--- config.mk ---
export PLATFORM = sky130hd
export DESIGN_NAME = pst_seq
export DESIGN_NICKNAME = d
export VERILOG_FILES = /design/src/rtl/pst_pkg.sv /design/src/rtl/pst_table.sv /design/src/rtl/pst_resolve.sv /design/src/rtl/pst_ramp_timer.sv /design/src/rtl/pst_seq.sv
export SDC_FILE = /design/constraint.sdc
export NUM_CORES = 1
export LEC_CHECK = 0
export BUFFER_PORTS_ARGS = -buffer_cell sky130_fd_sc_hd__buf_2
export CORE_MARGIN = 10
export CORE_UTILIZATION = 40
export CTS_BUF_LIST = sky130_fd_sc_hd__clkbuf_4 sky130_fd_sc_hd__clkbuf_8
export DETAILED_ROUTE_END_ITERATION = 10
export GPL_TIMING_DRIVEN = 0
export PLACE_DENSITY = 0.69
export SLEW_MARGIN = 20
export SYNTH_ARGS = -nofsm -noshare
export SYNTH_HDL_FRONTEND = slang
export SYNTH_SLANG_ARGS = --single-unit
--- constraint.sdc ---
create_clock -name clk -period 5.4 [get_ports clk]
set_clock_uncertainty 0.2 [all_clocks]
set_input_delay 0.54 -clock clk [delete_from_list [all_inputs] [get_ports clk]]
set_output_delay 0.54 -clock clk [all_outputs]
set_load 0.01 [all_outputs]
--- src/rtl/pst_pkg.sv ---
package pst_pkg;
  typedef enum logic [2:0] {
    PS_IDLE, PS_EVAL, PS_WAIT, PS_VREQ, PS_PLOAD, PS_PLL
  } pst_state_e;

  typedef enum logic [1:0] {
    ACT_NONE, ACT_VSTEP, ACT_FLOAD
  } pst_act_e;
endpackage

--- src/rtl/pst_table.sv ---
module pst_table #(
  parameter int IW     = 3,
  parameter int FW     = 8,
  parameter int VW     = 8,
  parameter int F_BASE = 8,
  parameter int F_STEP = 4,
  parameter int V_BASE = 40,
  parameter int V_STEP = 3
) (
  input  logic [IW-1:0] idx,
  output logic [FW-1:0] fcode,
  output logic [VW-1:0] vcode
);
  function automatic logic [FW-1:0] f_of(input logic [IW-1:0] i);
    return FW'(F_BASE + int'(i) * F_STEP);
  endfunction

  function automatic logic [VW-1:0] v_of(input logic [IW-1:0] i);
    return VW'(V_BASE + int'(i) * V_STEP);
  endfunction

  assign fcode = f_of(idx);
  assign vcode = v_of(idx);
endmodule

--- src/rtl/pst_resolve.sv ---
module pst_resolve #(
  parameter int NCORES = 4,
  parameter int IW     = 3
) (
  input  logic [NCORES*IW-1:0] core_req,
  input  logic [NCORES-1:0]    core_active,
  input  logic [IW-1:0]        hold_idx,
  output logic [IW-1:0]        tgt_idx,
  output logic                 any_active
);
  logic [IW-1:0] req_u [NCORES];
  logic [IW-1:0] best;

  for (genvar c = 0; c < NCORES; c++) begin : g_unpack
    assign req_u[c] = core_req[c*IW +: IW];
  end

  always_comb begin
    best = '0;
    for (int c = 0; c < NCORES; c++) begin
      if (core_active[c] && req_u[c] > best) best = req_u[c];
    end
  end

  assign any_active = |core_active;
  assign tgt_idx    = any_active ? best : hold_idx;
endmodule

--- src/rtl/pst_ramp_timer.sv ---
module pst_ramp_timer #(
  parameter int TW = 8
) (
  input  logic          clk,
  input  logic          rst_n,
  input  logic          load,
  input  logic          en,
  input  logic [TW-1:0] interval,
  output logic          expired
);
  logic [TW-1:0] cnt;

  always_ff @(posedge clk or negedge rst_n) begin
    if (!rst_n)                cnt <= '0;
    else if (load)             cnt <= interval;
    else if (en && cnt != '0)  cnt <= cnt - TW'(1);
  end

  assign expired = (cnt == '0);


  tmr_dec_chk: assert property (@(posedge clk) disable iff (!rst_n)
    (en && !load && cnt != '0) |=> (cnt == $past(cnt) - TW'(1)));
endmodule

--- src/rtl/pst_seq.sv ---
module pst_seq
  import pst_pkg::*;
#(
  parameter int NCORES = 4,
  parameter int IW     = 3,
  parameter int FW     = 8,
  parameter int VW     = 8,
  parameter int TW     = 8,
  parameter int F_BASE = 8,
  parameter int F_STEP = 4,
  parameter int V_BASE = 40,
  parameter int V_STEP = 3
) (
  input  logic                 clk,
  input  logic                 rst_n,
  input  logic [NCORES*IW-1:0] core_req,
  input  logic [NCORES-1:0]    core_active,
  input  logic [TW-1:0]        step_interval,
  output logic                 vr_req,
  output logic [VW-1:0]        vr_code,
  input  logic                 vr_ack,
  output logic                 pll_load,
  output logic [FW-1:0]        pll_code,
  input  logic                 pll_lock,
  output logic                 busy,
  output logic                 done
);
  localparam logic [FW-1:0] F_RST = FW'(F_BASE);
  localparam logic [VW-1:0] V_RST = VW'(V_BASE);

  pst_state_e    state;
  pst_act_e      act;
  logic          step_up;
  logic [IW-1:0] tgt_idx, tgt_q;
  logic          any_active;
  logic [FW-1:0] tf, cur_f, pll_code_q;
  logic [VW-1:0] tv, cur_v, vr_code_q, vneed_q;
  logic          deciding, tmr_load, tmr_exp;

  pst_resolve #(.NCORES(NCORES), .IW(IW)) u_res (
    .core_req(core_req), .core_active(core_active), .hold_idx(tgt_q),
    .tgt_idx(tgt_idx), .any_active(any_active));

  pst_table #(.IW(IW), .FW(FW), .VW(VW), .F_BASE(F_BASE), .F_STEP(F_STEP),
              .V_BASE(V_BASE), .V_STEP(V_STEP)) u_tab (
    .idx(tgt_idx), .fcode(tf), .vcode(tv));

  // Direction choice from the voltage and frequency already in effect
  always_comb begin
    act     = ACT_NONE;
    step_up = 1'b0;
    if (tf > cur_f) begin
      if (cur_v < tv) begin act = ACT_VSTEP; step_up = 1'b1; end
      else              act = ACT_FLOAD;
    end else if (tf < cur_f) begin
      act = ACT_FLOAD;
    end else if (cur_v < tv) begin
      act = ACT_VSTEP; step_up = 1'b1;
    end else if (cur_v > tv) begin
      act = ACT_VSTEP;
    end
  end

  assign deciding = (state == PS_IDLE) || (state == PS_EVAL);
  assign tmr_load = deciding && (act == ACT_VSTEP);

  pst_ramp_timer #(.TW(TW)) u_tmr (
    .clk(clk), .rst_n(rst_n), .load(tmr_load), .en(state == PS_WAIT),
    .interval(step_interval), .expired(tmr_exp));

  always_ff @(posedge clk or negedge rst_n) begin
    if (!rst_n) begin
      state      <= PS_IDLE;
      tgt_q      <= '0;
      cur_f      <= F_RST;
      cur_v      <= V_RST;
      pll_code_q <= F_RST;
      vr_code_q  <= V_RST;
      vneed_q    <= V_RST;
      done       <= 1'b0;
    end else begin
      tgt_q <= tgt_idx;
      done  <= 1'b0;
      case (state)
        PS_IDLE, PS_EVAL: begin
          case (act)
            ACT_VSTEP: begin
              vr_code_q <= step_up ? cur_v + VW'(1) : cur_v - VW'(1);
              state     <= PS_WAIT;
            end
            ACT_FLOAD: begin
              pll_code_q <= tf;
              vneed_q    <= tv;
              state      <= PS_PLOAD;
            end
            default: begin
              if (state == PS_EVAL) done <= 1'b1;
              state <= PS_IDLE;
            end
          endcase
        end
        PS_WAIT:  if (tmr_exp) state <= PS_VREQ;
        PS_VREQ:  if (vr_ack) begin cur_v <= vr_code_q; state <= PS_EVAL; end
        PS_PLOAD: state <= PS_PLL;
        PS_PLL:   if (pll_lock) begin cur_f <= pll_code_q; state <= PS_EVAL; end
        default:  state <= PS_IDLE;
      endcase
    end
  end

  assign vr_req   = (state == PS_VREQ);
  assign vr_code  = vr_code_q;
  assign pll_load = (state == PS_PLOAD);
  assign pll_code = pll_code_q;
  assign busy     = (state != PS_IDLE);


  vr_step_chk: assert property (@(posedge clk) disable iff (!rst_n)
    $rose(vr_req) |-> (vr_code == cur_v + VW'(1) || vr_code + VW'(1) == cur_v));

  vr_hold_chk: assert property (@(posedge clk) disable iff (!rst_n)
    (vr_req && !vr_ack) |=> (vr_req && $stable(vr_code)));

  f_safe_chk: assert property (@(posedge clk) disable iff (!rst_n)
    pll_load |-> (vneed_q <= cur_v));

  v_floor_chk: assert property (@(posedge clk) disable iff (!rst_n)
    (vr_req && vr_code < cur_v) |-> (vr_code >= vneed_q));

  lock_hold_chk: assert property (@(posedge clk) disable iff (!rst_n)
    (state == PS_PLL && !pll_lock) |=> ($stable(pll_code) && !pll_load));

  idle_hold_chk: assert property (@(posedge clk) disable iff (!rst_n)
    (state == PS_IDLE && !any_active) |=> !busy);

  done_idle_chk: assert property (@(posedge clk) disable iff (!rst_n)
    done |-> (!busy && pll_code == cur_f && vr_code == cur_v));
endmodule

==> metrics, run 1 <==
maxcap violations 0; cell taking the most area after synthesis dfrtp_1; pin count of the biggest net entering global routing 40; first-pass GRT wire length 11800 um; synth unique cells 62; synthesized area around 2800 um^2; Post-Route Utilization between 50% and 60%; leakage power 1.88 nW; DR iter-0 viols 85; Comb pwr share slightly above 70%; Setup WS post-layout -2.10 ns; worst IR drop on VDD 0.466 mV; Die Ht 104 um; # rows 30; Slowest-stage cell, CP o41a_1; Die Area 10700 um^2; placed insts 430; reg2reg path depth 21; final-report max-slew violation count 0; largest cells by area after synthesis dfrtp_1 30%, ha_1 13%, mux2_2 6.4%; Period minus WS final 7.50 ns; R2R setup slack 0.82 ns; top-area cell type share of the netlist area between 20% and 30%; DRC viols 0; Reg power frac 20.2%; slowest stage delay, CP 0.40 ns; vias per cell 5.17; Post-synth EDFFs 0; R2R Path End vr_code[7]$_DFFE_PN0P_; final number of hold-violating endpoints 0; vias in the first global route 2566; failing checks setup timing; Hold Path Class primary input to asynchronous set/reset pin; synth warn 0; DR pass1 iterations 4; unrepaired setup endpoints after global routing true; All-Layer GR Usage 12.8%; most common cell after layout, fill and taps aside buf_2; layout net count around 440; Worst Hold Margin 0.164 ns; most used cell, CP ha_4; switching pwr 1.16 mW; layout cells sized above 1 51.4%; Worst-Skew Late Latency roughly 0.29 ns; CTS tree built; period utilization 139%; TritonCTS Buffers 5; H-tree depth 2; core area just under 7000 um^2; Power Dens Cells around 700 nW/um^2; HPWL after detailed placement 4780 um; Initial Utilization 41.1%; clk sink count 39; Int Power 1.64 mW; maximum clock rate 133 MHz; non-filler cells, final ~480; Worst setup SP type primary input; Worst Path Arrival 7.47 ns; register area 983 um^2; Port Buffers 43; Tightest Pin Transition between 0.8 and 0.9 ns; Die X 104 um; number of placed I/O pins 48; vias after detailed routing roughly 2500; Post-synth top flop dfrtp_1; worst path required time 5.38 ns; setup TNS -39.29 ns; switch share between 40% and 50%; Synth Area per Inst 9.70 um^2; Clock Power Share 7.1%; most frequent cells in the layout 42 x buf_2, 33 x buf_4, 33 x dfrtp_1; wirelength, routed 7140 um; WL/cell 15.0 um; Synth Instances approximately 290; n_diodes 0; area grow syn2layout 43.9%; Setup crit end kind flop; status finished with violations; Routed Antenna Nets 0; gr ovfl total 0; GP Congestion between 0.8 and 0.9; Worst-path clk slew 0.07 ns; multi-input gate area in the final layout 2050 um^2; Setup-failing EPs final 23; Worst slew margin 42.3%; crit path max fanout 4; share of flip-flops with an asynchronous set or reset 100%; count of hold-fix buffers inserted at cts 0; Root Buffer clkbuf_8; CTS max path bufs 2; reg-to-reg critical path startpoint tgt_q[0]$_DFF_PN0_; Yosys reg bits 39; Setup CP Type primary input to flop; sequential fraction of the synthesis area 35.2%; initial antenna violation count 0; Final Total Pwr 2.81 mW; fill cell count 552
-- power groups by stage --
| stage | logic, mW | clock network (mW) | registers [mW] |
|---|---|---|---|
| after floorplan | 1.01 | 0 | 0.551 |
| after global placement | 1.27 | 0 | 0.551 |
| after detailed placement | 1.31 | 0 | 0.556 |
| after CTS | 1.75 | 0.205 | 0.558 |
| after global routing | 2.24 | 0.218 | 0.583 |
| final | 2.04 | 0.199 | 0.566 |
-- worst max path at each step --
stage                     cells after the start  slack [ns]                     end      startpoint
final                                        37       -2.10  vr_code[7]$_DFFE_PN0P_  core_active[0]
after global placement                       37       -2.91  vr_code[7]$_DFFE_PN0P_  core_active[0]
after detailed placement                     37       -3.04  vr_code[7]$_DFFE_PN0P_  core_active[0]
after floorplan                              37       -2.11  vr_code[7]$_DFFE_PN0P_     core_req[1]
after global routing                         38       -2.33  vr_code[7]$_DFFE_PN0P_  core_active[0]
after CTS                                    38       -1.98  vr_code[7]$_DFFE_PN0P_  core_active[0]
-- registers in the layout, indices dropped and copies added (netlist names) --
| signal | cells |
|---|---|
| tgt_q | 3 |
| cur_f | 4 |
| state | 3 |
| cur_v | 8 |
| vr_code | 8 |
| u_tmr.cnt | 8 |
| pll_code | 4 |
| done | 1 |
-- area by class of cell --
class,count,area share (%)
clock inverter,1,0.124
tap,96,2.99
multi-input combinational,220,51.0
clock buffer,6,2.05
sequential,39,24.5
timing repair buffer,83,14.6
inverter,23,2.21
buffer,9,2.58
-- cells in the mapped netlist, drive strengths merged (2+ instances only) --
cell	number
a21oi	18
dfstp	6
a31oi	3
o22ai	2
nor4	4
or2	2
xnor2	5
buf	5
ha	30
nand3	4
xor2	8
or3	3
nand3b	2
fa	2
nand2	25
and2	3
a21o	5
dfrtp	33
o21a	4
nor2b	6
nor2	20
inv	23
o21ai	14
nor3	8
nand4	6
mux2	17
nand2b	4
and3	2
clkbuf	4
-- cell families (layout without fill, tap and decap cells) --
kind of cell             Yosys count  after routing  synth area share, %
AO/OA/AOI/OAI                     60             60                 16.2
AND/OR/NAND/NOR                   92             92                 17.1
other                              1              4                0.134
buffers and inverters             32            122                 4.88
flip-flops                        39             39                 35.2
multiplexers                      18             18                 7.21
adder cells (fa/ha/maj)           33             33                 15.2
XOR/XNOR                          13             13                 4.08
-- critical path: cells and delay by family --
family / cells / cell delay, ns
buffers and inverters: 7 / 0.61
AO/OA/AOI/OAI: 13 / 2.74
XOR/XNOR: 2 / 0.40
AND/OR/NAND/NOR: 7 / 0.98
adder cells (fa/ha/maj): 8 / 2.17
-- per-stage QoR --
step	worst slack (ns)	cell area, um^2
final	-2.10	4020
after global routing	-2.33	4020
after CTS	-1.98	3780
after detailed placement	-3.04	3250
after global placement	-2.91	3250
after floorplan	-2.11	2920
-- per-layer routing --
metal	vias up	GRT usage (%)	part of all wire, %	wire length, um
met5	-	0	0	0
met4	0	2.72	0.95	68
met3	8	3.28	4.8	341
met2	54	22.7	51	3660
met1	1197	15.0	43	3070
li1	1207	-	-	-
-- what timing repair did --
action | CTS | global route
endpoints found under the setup margin | 23 | 23
gates cloned | 2 | 1
buffers inserted | 38 | 9
hold endpoints to repair | 0 | 0
resized for setup | 46 | 40
pin swaps | 33 | 25
(Power assumes the default switching activity.)
==> inputs of run 2 (changes only) <==
==> constraint.sdc (replaced) <==
create_clock -name clk -period 5.4 [get_ports clk]
set_clock_uncertainty 0.2 [all_clocks]
set_input_delay 0.81 -clock clk [delete_from_list [all_inputs] [get_ports clk]]
set_output_delay 0.81 -clock clk [all_outputs]
set_load 0.01 [all_outputs]
==> run 2 against run 1 <==
Effect of this change: the run still ends with setup timing left; largest power group unchanged; sequential power decreased by 1%; hold slack improved by 0.10 ns; combinational power about the same; critical path depth unchanged; total power increased by 0.71%; design area decreased by 0.16%; die area unchanged; wire length decreased by 0.29%; sequential share of layout area about the same; first-iteration DRC count decreased by 8.2%; via count decreased by 2.7%.
==> metrics, run 2 (same netlist as run 1, synthesis figures left out) <==
status finished with violations; failing checks setup timing; H-tree depth 2 (unchanged); Setup WS post-layout -2.41 ns (-0.311 ns); switching pwr 1.16 mW (-0.62%); wirelength, routed 7120 um (-0.29%); slowest stage delay, CP 0.45 ns (+0.05 ns); crit path max fanout 3 (-1); vias in the first global route 2537 (-1.1%); Worst Hold Margin 0.269 ns (+0.104 ns); worst path required time 5.39 ns (about the same); non-filler cells, final 477 (unchanged); DR WL met2 3710 um (+1.3%); pin count of the biggest net entering global routing 40 (unchanged); Post-Route Utilization 59.1% (-0.092 points); final-report max-slew violation count 0 (unchanged); Worst Hold Depth 2; leakage power 1.88 nW (+0.21%); Worst setup SP type primary input; Die Ht 104 um (unchanged); Setup crit end kind flop; # rows 30 (unchanged); placed insts 430 (unchanged); n_diodes 0 (unchanged); Root Buffer clkbuf_8; vias after detailed routing 2399 (-2.7%); DR iter-0 viols 78 (-8.2%); Die Area 10700 um^2 (unchanged); switch share 40.9% (-0.55 points); DR pass1 iterations 4 (unchanged); Worst-path clk slew 0.08 ns (about the same); unrepaired setup endpoints after global routing true; GP Congestion 0.817 (about the same); CTS tree built; DR top layer met4; Setup-failing EPs final 23 (unchanged); area grow syn2layout 43.7%; maxcap violations 0 (unchanged); Power Dens Cells 704 nW/um^2 (+0.86%); CTS max path bufs 2 (unchanged); DRC viols 0 (unchanged); Int Power 1.67 mW (+1.6%); Comb pwr share 72.2% (-0.5 points); maximum clock rate 128 MHz (-4.0%); most common cell after layout, fill and taps aside buf_2; Worst slew margin 43.0% (+0.67 points); Worst Path Arrival 7.80 ns (+0.33 ns); final number of hold-violating endpoints 0 (unchanged); Port Buffers 43 (unchanged); most frequent cells in the layout 41 x buf_2, 33 x dfrtp_1, 32 x buf_4; TritonCTS Buffers 5 (unchanged); All-Layer GR Usage 13.1% (+0.32 points); Slowest-stage cell, CP o41a_1; Initial Utilization 41.1% (unchanged); clk sink count 39 (unchanged); layout cells sized above 1 49.1% (-2.4 points); initial antenna violation count 0 (unchanged); DR WL met3 204 um (-40%); Clock Power Share 8.0% (+0.9 points); Met1 Routed Length 3110 um (+1.3%); gr ovfl total 0 (unchanged); Hold Path Class flop to flop; period utilization 145% (+5.8 points); Period minus WS final 7.81 ns (+0.311 ns); most used cell, CP ha_4; worst IR drop on VDD 0.527 mV (+13%); Tightest Pin Transition 0.856 ns (-0.0101 ns); Reg power frac 19.8% (-0.4 points); vias per cell 5.03 (-2.7%); WL/cell 14.9 um (-0.29%); Die X 104 um (unchanged); HPWL after detailed placement 4760 um (-0.32%); Setup CP Type primary input to flop; Routed Antenna Nets 0 (unchanged); reg2reg path depth 20 (-4.8%); Final Total Pwr 2.82 mW (+0.71%); number of placed I/O pins 48 (unchanged); core area 6790 um^2 (unchanged); layout net count 440 (-0.23%); Worst-Skew Late Latency 0.29 ns (about the same); first-pass GRT wire length 11800 um (+0.12%)
==> run 2: cell types whose count changed in the layout (fill, tap and decap cells not counted), sizes merged <==
cell / delta
clkbuf: +2
buf: -1
clkinv: -1
==> run 2: power groups by stage <==
stage	Combinational, mW	Sequential (mW)	Clock, mW
floorplan	1.01	0.551	0
global placement	1.27	0.551	0
detailed placement	1.31	0.555	0
CTS	1.86	0.558	0.231
global route	2.23	0.579	0.248
finish	2.04	0.560	0.225
==> run 2: worst paths after layout <==
check / slack (ns) / start / endpoint
worst max-delay path: -2.41 / core_req[1] / vr_code[7]$_DFFE_PN0P_
worst min-delay path: 0.27 / vr_code[3]$_DFFE_PN1P_ / vr_code[3]$_DFFE_PN1P_
worst max register to register: 0.72 / tgt_q[0]$_DFF_PN0_ / vr_code[7]$_DFFE_PN0P_
worst min register to register: 0.27 / vr_code[3]$_DFFE_PN1P_ / vr_code[3]$_DFFE_PN1P_
max in group asynchronous: 4.04 / rst_n / cur_v[4]$_DFFE_PN0P_
min in group asynchronous: 0.42 / rst_n / u_tmr.cnt[0]$_DFFE_PN0P_
==> run 2: final cells by class <==
cell class	count	area [um^2]
buffer	9	104
clock buffer	8	104
fill	560	2780
inverter	23	88.8
multi-input combinational	220	2020
sequential	39	983
tap	96	120
timing repair buffer	82	593
==> run 2: what timing repair did <==
action | CTS | global route
setup endpoints to repair | 23 | 23
cloned | 2 | 1
resized for setup | 45 | 28
pin swaps | 30 | 30
hold buffers | 0 | 0
buffers inserted | 37 | 8
==> run 2: critical path: cells and delay by family <==
family | cells | cell delay (ns)
fa+ha+maj | 8 | 2.03
xor+xnor | 2 | 0.36
compound gates | 13 | 2.81
buf+inv | 5 | 0.45
simple gates | 9 | 1.30
==> run 2: layer usage <==
metal / global-route usage [%] / vias up
li1: - / 1200
met1: 15.4 / 1148
met2: 22.7 / 42
met3: 3.22 / 9
met4: 3.93 / 0
met5: 0 / -
==> run 2: stage by stage <==
step / setup slack, ns / setup TNS (ns) / instance area (um^2)
finish: -2.41 / -44.32 / 4010
global route: -2.75 / -51.07 / 4010
CTS: -2.22 / -42.01 / 3860
detailed placement: -3.26 / -55.41 / 3250
global placement: -3.18 / -53.93 / 3250
floorplan: -2.38 / -36.69 / 2920
